`src/rtl/rtc_pkg.sv`:
```
package rtc_pkg;
  typedef enum logic [2:0] {
    RI_COUNT = 3'd0,
    RI_MATCH = 3'd1,
    RI_LOAD  = 3'd2,
    RI_CTRL  = 3'd3,
    RI_MSTAT = 3'd4,
    RI_RSTAT = 3'd5,
    RI_CLEAR = 3'd6,
    RI_VER   = 3'd7
  } reg_idx_e;

  // bit0 irq_en, bit1 irq_mask, bit2 cnt_en, bit3 wrap_en
  typedef struct packed {
    logic wrap_en;
    logic cnt_en;
    logic irq_mask;
    logic irq_en;
  } ctrl_t;

  localparam int unsigned CTRL_W = $bits(ctrl_t);
endpackage

```
`src/rtl/rtc_prescaler.sv`:
```
module rtc_prescaler #(
  parameter int unsigned TICK_DIV = 32768
) (
  input  logic clk_i,
  input  logic rst_ni,
  input  logic en_i,
  output logic tick_o
);
  localparam int unsigned PW = (TICK_DIV > 2) ? $clog2(TICK_DIV) : 1;
  localparam logic [PW-1:0] LAST = PW'(TICK_DIV - 1);

  logic [PW-1:0] div_q;

  always_ff @(posedge clk_i or negedge rst_ni) begin
    if (!rst_ni)            div_q <= '0;
    else if (!en_i)         div_q <= '0;
    else if (div_q == LAST) div_q <= '0;
    else                    div_q <= div_q + PW'(1);
  end

  assign tick_o = en_i && (div_q == LAST);
endmodule

```
`src/rtl/rtc_sec_counter.sv`:
```
module rtc_sec_counter #(
  parameter int unsigned DW = 32
) (
  input  logic          clk_i,
  input  logic          rst_ni,
  input  logic          tick_i,
  input  logic          wrap_en_i,
  input  logic          load_wr_i,
  input  logic [DW-1:0] load_val_i,
  input  logic [DW-1:0] match_i,
  output logic [DW-1:0] count_o,
  output logic          hit_o
);
  logic [DW-1:0] cnt_q;
  logic          pend_q;
  logic          eq;

  assign eq = (cnt_q == match_i);

  // a write landing on an update edge waits for the following update
  always_ff @(posedge clk_i or negedge rst_ni) begin
    if (!rst_ni)        pend_q <= 1'b0;
    else if (load_wr_i) pend_q <= 1'b1;
    else if (tick_i)    pend_q <= 1'b0;
  end

  always_ff @(posedge clk_i or negedge rst_ni) begin
    if (!rst_ni) cnt_q <= '0;
    else if (tick_i) begin
      if (pend_q)               cnt_q <= load_val_i;
      else if (wrap_en_i && eq) cnt_q <= '0;
      else                      cnt_q <= cnt_q + DW'(1);
    end
  end

  assign count_o = cnt_q;
  assign hit_o   = tick_i && eq;
endmodule

```
`src/rtl/rtc_regfile.sv`:
```
module rtc_regfile
  import rtc_pkg::*;
#(
  parameter int unsigned AW         = 6,
  parameter int unsigned DW         = 32,
  parameter logic [31:0] VERSION_ID = 32'h0001_0000
) (
  input  logic          clk_i,
  input  logic          rst_ni,
  input  logic [AW-1:0] addr_i,
  input  logic          we_i,
  input  logic [DW-1:0] wdata_i,
  input  logic          re_i,
  output logic [DW-1:0] rdata_o,
  input  logic [DW-1:0] count_i,
  input  logic          hit_i,
  output ctrl_t         ctrl_o,
  output logic [DW-1:0] match_o,
  output logic [DW-1:0] load_val_o,
  output logic          load_wr_o,
  output logic          raw_o,
  output logic          irq_o
);
  localparam int unsigned IW = AW - 2;

  logic [IW-1:0] word_idx;
  logic          mapped;
  reg_idx_e      sel;
  ctrl_t         ctrl_q;
  logic [DW-1:0] match_q, load_q, rdata_q;
  logic          raw_q, masked;
  logic          unused_bits;

  assign word_idx    = addr_i[AW-1:2];
  assign mapped      = (word_idx >> 3) == '0;
  assign sel         = reg_idx_e'(word_idx[2:0]);
  assign unused_bits = ^{addr_i[1:0], wdata_i[DW-1:CTRL_W]};

  assign load_wr_o = we_i && mapped && (sel == RI_LOAD);
  assign masked    = raw_q && !ctrl_q.irq_mask;

  always_ff @(posedge clk_i or negedge rst_ni) begin
    if (!rst_ni) begin
      ctrl_q  <= '0;
      match_q <= '0;
      load_q  <= '0;
    end else if (we_i && mapped) begin
      unique case (sel)
        RI_MATCH: match_q <= wdata_i;
        RI_LOAD:  load_q  <= wdata_i;
        RI_CTRL:  ctrl_q  <= ctrl_t'(wdata_i[CTRL_W-1:0]);
        default: ;
      endcase
    end
  end

  // a new match wins over a clear in the same cycle
  always_ff @(posedge clk_i or negedge rst_ni) begin
    if (!rst_ni)                                     raw_q <= 1'b0;
    else if (hit_i && ctrl_q.irq_en)                 raw_q <= 1'b1;
    else if (re_i && mapped && (sel == RI_CLEAR))    raw_q <= 1'b0;
  end

  always_ff @(posedge clk_i or negedge rst_ni) begin
    if (!rst_ni) rdata_q <= '0;
    else if (re_i) begin
      if (!mapped) rdata_q <= '0;
      else begin
        unique case (sel)
          RI_COUNT: rdata_q <= count_i;
          RI_MATCH: rdata_q <= match_q;
          RI_LOAD:  rdata_q <= load_q;
          RI_CTRL:  rdata_q <= DW'(ctrl_q);
          RI_MSTAT: rdata_q <= DW'(masked);
          RI_RSTAT: rdata_q <= DW'(raw_q);
          RI_CLEAR: rdata_q <= '0;
          RI_VER:   rdata_q <= DW'(VERSION_ID);
          default:  rdata_q <= '0;
        endcase
      end
    end
  end

  assign ctrl_o     = ctrl_q;
  assign match_o    = match_q;
  assign load_val_o = load_q;
  assign raw_o      = raw_q;
  assign irq_o      = masked;
  assign rdata_o    = rdata_q;
endmodule

```
`src/rtl/sec_rtc.sv`:
```
module sec_rtc
  import rtc_pkg::*;
#(
  parameter int unsigned AW         = 6,
  parameter int unsigned DW         = 32,
  parameter int unsigned TICK_DIV   = 32768,
  parameter logic [31:0] VERSION_ID = 32'h0001_0000
) (
  input  logic          clk_i,
  input  logic          rst_ni,
  input  logic [AW-1:0] addr_i,
  input  logic          we_i,
  input  logic [DW-1:0] wdata_i,
  input  logic          re_i,
  output logic [DW-1:0] rdata_o,
  output logic          irq_o
);
  ctrl_t         ctrl;
  logic          tick, hit, load_wr, raw;
  logic [DW-1:0] count, match, load_val;

  rtc_prescaler #(.TICK_DIV(TICK_DIV)) u_presc (
    .clk_i  (clk_i),
    .rst_ni (rst_ni),
    .en_i   (ctrl.cnt_en),
    .tick_o (tick)
  );

  rtc_sec_counter #(.DW(DW)) u_cnt (
    .clk_i      (clk_i),
    .rst_ni     (rst_ni),
    .tick_i     (tick),
    .wrap_en_i  (ctrl.wrap_en),
    .load_wr_i  (load_wr),
    .load_val_i (load_val),
    .match_i    (match),
    .count_o    (count),
    .hit_o      (hit)
  );

  rtc_regfile #(.AW(AW), .DW(DW), .VERSION_ID(VERSION_ID)) u_regs (
    .clk_i      (clk_i),
    .rst_ni     (rst_ni),
    .addr_i     (addr_i),
    .we_i       (we_i),
    .wdata_i    (wdata_i),
    .re_i       (re_i),
    .rdata_o    (rdata_o),
    .count_i    (count),
    .hit_i      (hit),
    .ctrl_o     (ctrl),
    .match_o    (match),
    .load_val_o (load_val),
    .load_wr_o  (load_wr),
    .raw_o      (raw),
    .irq_o      (irq_o)
  );
endmodule

```
`config.mk`:
```
export PLATFORM = sky130hd
export DESIGN_NAME = sec_rtc
export DESIGN_NICKNAME = d
export VERILOG_FILES = /design/src/rtl/rtc_pkg.sv /design/src/rtl/rtc_prescaler.sv /design/src/rtl/rtc_sec_counter.sv /design/src/rtl/rtc_regfile.sv /design/src/rtl/sec_rtc.sv
export SDC_FILE = /design/constraint.sdc
export NUM_CORES = 1
export LEC_CHECK = 0
export BUFFER_PORTS_ARGS = -buffer_cell sky130_fd_sc_hd__buf_2
export CAP_MARGIN = 10
export CORE_MARGIN = 5
export CORE_UTILIZATION = 54
export CTS_CLUSTER_DIAMETER = 200
export DETAILED_ROUTE_END_ITERATION = 10
export PLACE_DENSITY = 0.76
export SLEW_MARGIN = 20
export SYNTH_ARGS = -nofsm -noshare
export SYNTH_HDL_FRONTEND = slang
export SYNTH_SLANG_ARGS = --single-unit
```
`constraint.sdc`:
```
create_clock -name clk_i -period 2.1 [get_ports clk_i]
set_input_delay 0 -clock clk_i [delete_from_list [all_inputs] [get_ports clk_i]]
set_output_delay 0 -clock clk_i [all_outputs]
set_load 0.01 [all_outputs]
```
==> impl_results.md <==
* Failing checks: negative setup slack
* Iter 0 DRT Violations at 712
* Cell taking the most area after synthesis: dfrtp_1
* Final setup viols at 31
* Yosys Warn Count at 0
* Worst EP arrival at ~2.6 ns
* Setup TNS Final at -4.101 ns
* RSZ-0062 raised after global routing: true
* Initial core utilization at 0.5496
* Final Cycle Share at 1.094
* Sequential share of power at 0.435
* Vias per cell at 6.089
* Synth Flop Type: dfrtp_1
* Die X at 131.4 um
* Initial antenna violation count at 0
* Post-synth EDFFs at 0
* GRT Total Usage at 0.2642
* Critical path class: reg -> reg
* Worst Reg2Reg Path Length in Cells at 9
* Mean routed wirelength per cell at 19.31 um
* Max Fclk at 435.3 MHz
* Die Area at 17260 um^2
* CTS tree: built
* R2R Setup Slk at -0.20 ns
* Final net count at 1065
* Largest net degree at the start of global routing at 61
* Cell Chain, Critical Path: xor2_2, nor4_2, nand4_1, buf_6, o31ai_4, buf_6, buf_6, o21ai_0, a22o_1
* Detail Placement HPWL at 15.78 mm
* Static Leak at slightly below 5 nW
* Final RePlAce weighted congestion at 0.9781
* Worst-Skew Late Latency at about 0.43 ns
* Fin crit period at about 2.3 ns
* Post-synth ARST share at 1.000
* Layout Area Growth over Synthesis at 35.39%
* Top post-synthesis cells by area: dfrtp_1 47%, mux2_2 9.6%, xor2_1 4.1%
* Vias in the first global route at 7313
* CTS Buf Count at 17
* Critical Path RT at 2.42 ns
* Net Count, Synth at between 800 and 900
* Worst setup SP type: flop
* Ant. Diodes at 0
* Die Height at 131.4 um
* Crit end category: flop
* # DRC at 0
* Worst Clk Skew at 0.007790 ns
* Port bufs at 72
* Clk pwr share at 0.405
* CP max FO at 6
* DR pass1 iterations at 5
* Synth cell types at 60
* Worst Tran Pin Value at ~0.66 ns
* P per Cell Area at roughly 760 nW/um^2
* Worst path slowest cell: dfrtp_1
* Non-Filler Instances at 1218
* DRT antenna net count at 0
* Clock transition at the registers of the reported paths at 0.06 ns
* Slowest stage delay, CP at 0.41 ns
* Slew Viols, Final at 0
* Worst reg2reg path startpoint: u_cnt.count_o[3]
* Area fraction of the dominant cell type after synthesis at 0.4686
* Global-route wire length before repair at 37.37 mm
* RR Endpoint: u_cnt.count_o[23]
* Internal power at 5.948 mW
* Vias at around 7400
* Share of layout cells above drive strength 1 at 0.3675
* Status: finished, violations left
* Grt ovf at 0
* Slew margin rel. at 0.5627
* Most frequent CP cell: buf_6
* Routed met2 length at 11.43 mm
* Comb power frac at 0.159
* Area of the core at approximately 14000 um^2
* M1 WL at 9.985 mm
* Avg Synthesized Cell Area at between 9 and 10 um^2
* Synth Register Bits at approximately 150
* Seq/Total Area, Yosys at 0.4686
* Met3 wire len at between 1 and 1.5 mm
* Placed Instances at approximately 1100
* Sw Pwr at 2.223 mW
* Synthesized area at 7958 um^2
* Clock sink count at 149
* Clock buffer depth at 2
* Routed wire length at 23.52 mm
* Most frequent cell after synthesis: dfrtp_1
* Final worst slack at -0.1974 ns
* Worst path buffer plus inverter count at 3
* Sw frac at 0.2720
* Synth cell count leaders: 149 x dfrtp_1, 72 x nor2_1, 68 x mux2_2
* FP Rows at 44
* Root Buffer: clkbuf_16
* Mapped Cells at about 800
* Highest routed layer: met4
* Total power at just over 8 mW
* Worst ir drop on vdd at between 600 and 700 uV
* IO Pins at 75
* Fin. Hold Viols at 0
* CTS HTree Levels at 4
* Max cap viols at 0
* Hold Crit Class: in -> async
* Crit path max-delay family: compound AO/OA/AOI/OAI gates
-- per-layer routing --
layer,up-vias,GRT usage
li1,3368,-
met2,288,0.4300
met5,-,0
met4,0,0.09600
met1,3699,0.3560
met3,62,0.04855
-- worst max-delay path by stage --
stage | depth (start not counted) | start | end | slack [ns]
finish | 9 | u_cnt.count_o[3] | u_cnt.count_o[23] | -0.20
global route | 9 | u_cnt.count_o[3] | u_cnt.count_o[23] | -0.32
CTS | 9 | u_cnt.count_o[3] | u_cnt.count_o[23] | -0.12
detailed placement | 8 | u_cnt.count_o[19] | u_cnt.count_o[4] | -0.21
global placement | 8 | u_cnt.count_o[19] | u_cnt.count_o[23] | -0.20
floorplan | 6 | u_cnt.count_o[24] | u_cnt.count_o[31] | -0.06
-- registers in the layout (all words and copies together) (netlist names) --
name and count:
u_cnt.count_o 32, u_regs.load_val_o 32, u_regs.match_o 32, u_regs.rdata_o 32, u_presc.div_q 15, u_regs.ctrl_o 4, u_cnt.pend_q 1, u_regs.raw_o 1
-- placed cells by master, fill, tap and decap left out, types with 4 or more instances in the layout --
master         count
o2bb2ai_1         28
and2_1             5
nor4_2             5
and3_1            11
bufinv_16          4
xnor2_1            7
dlygate4sd3_1     36
buf_2             71
or3_1              4
dfrtp_1          148
o21ai_0           50
or3_4              4
xor2_1            33
or4_1              5
nand4_1           19
o2111ai_1         31
nor2_1            66
a21oi_1           14
nor3_1             7
a211o_1            8
nand2_1           42
buf_4            138
o211ai_1           6
mux2i_1            5
o21ai_2            6
inv_1             45
nor4_1             6
a22o_1             6
clkbuf_16         18
mux2_2            68
nor2_2             4
nand4b_1           5
xor2_2             4
buf_6             13
nand3_1           27
-- final cells by class --
class / count / area (um^2)
multi-input cells: 544 / 4004
flip-flops and latches: 149 / 3730
fillers: 987 / 3705
repair buffers: 263 / 1998
clock buffers: 18 / 439.2
inverters: 46 / 172.7
well taps: 184 / 230.2
clock inverters: 14 / 200.2
-- per-stage QoR --
step / utilization / setup WS, ns / hold WS, ns / area (um^2)
finish: 0.7441 / -0.1974 / 0.1198 / 10770
global route: 0.7441 / -0.3244 / 0.1656 / 10770
CTS: 0.7316 / -0.1208 / 0.1383 / 10590
detailed placement: 0.6459 / -0.2087 / 0.01869 / 9351
global placement: 0.6459 / -0.1952 / 0.01705 / 9351
floorplan: - / -0.06010 / -0.2956 / 8041
-- kinds of logic (layout without fill, tap and decap cells) --
| family | after synthesis | in the layout | synth area share |
|---|---|---|---|
| AOI/OAI and AO/OA | 184 | 184 | 0.1671 |
| and+or+nand+nor | 241 | 241 | 0.1547 |
| buffers and inverters | 110 | 341 | 0.05550 |
| xor gates and xnor gates | 44 | 44 | 0.04843 |
| adders and majority gates | 2 | 2 | 0.003144 |
| DFF | 149 | 149 | 0.4686 |
| muxes | 73 | 73 | 0.1025 |
-- power groups by stage --
stage / sequential [mW] / clock, mW / combinational [mW]
after floorplan: 3.53 / 0 / 0.680
after global placement: 3.58 / 0 / 1.16
after detailed placement: 3.59 / 0 / 1.20
after CTS: 3.55 / 3.34 / 1.29
after global routing: 3.60 / 3.46 / 1.42
final: 3.56 / 3.31 / 1.30
-- worst reg2reg max path, delay by kind of cell, from the launching register on --
kind | cells | cell delay, ns
compound gates | 3 | 0.59
xor+xnor | 1 | 0.21
buf+inv | 3 | 0.46
flops | 1 | 0.41
simple gates | 2 | 0.51
-- what timing repair did --
item                                   CTS  global route
hold buffers                            36             0
pin swaps                               22            12
setup buffers                           13             8
gates cloned                             1             2
endpoints found under the hold margin  136             0
setup endpoints to repair               31            32
gates resized for setup                 35            25
(Power assumes the default switching activity.)
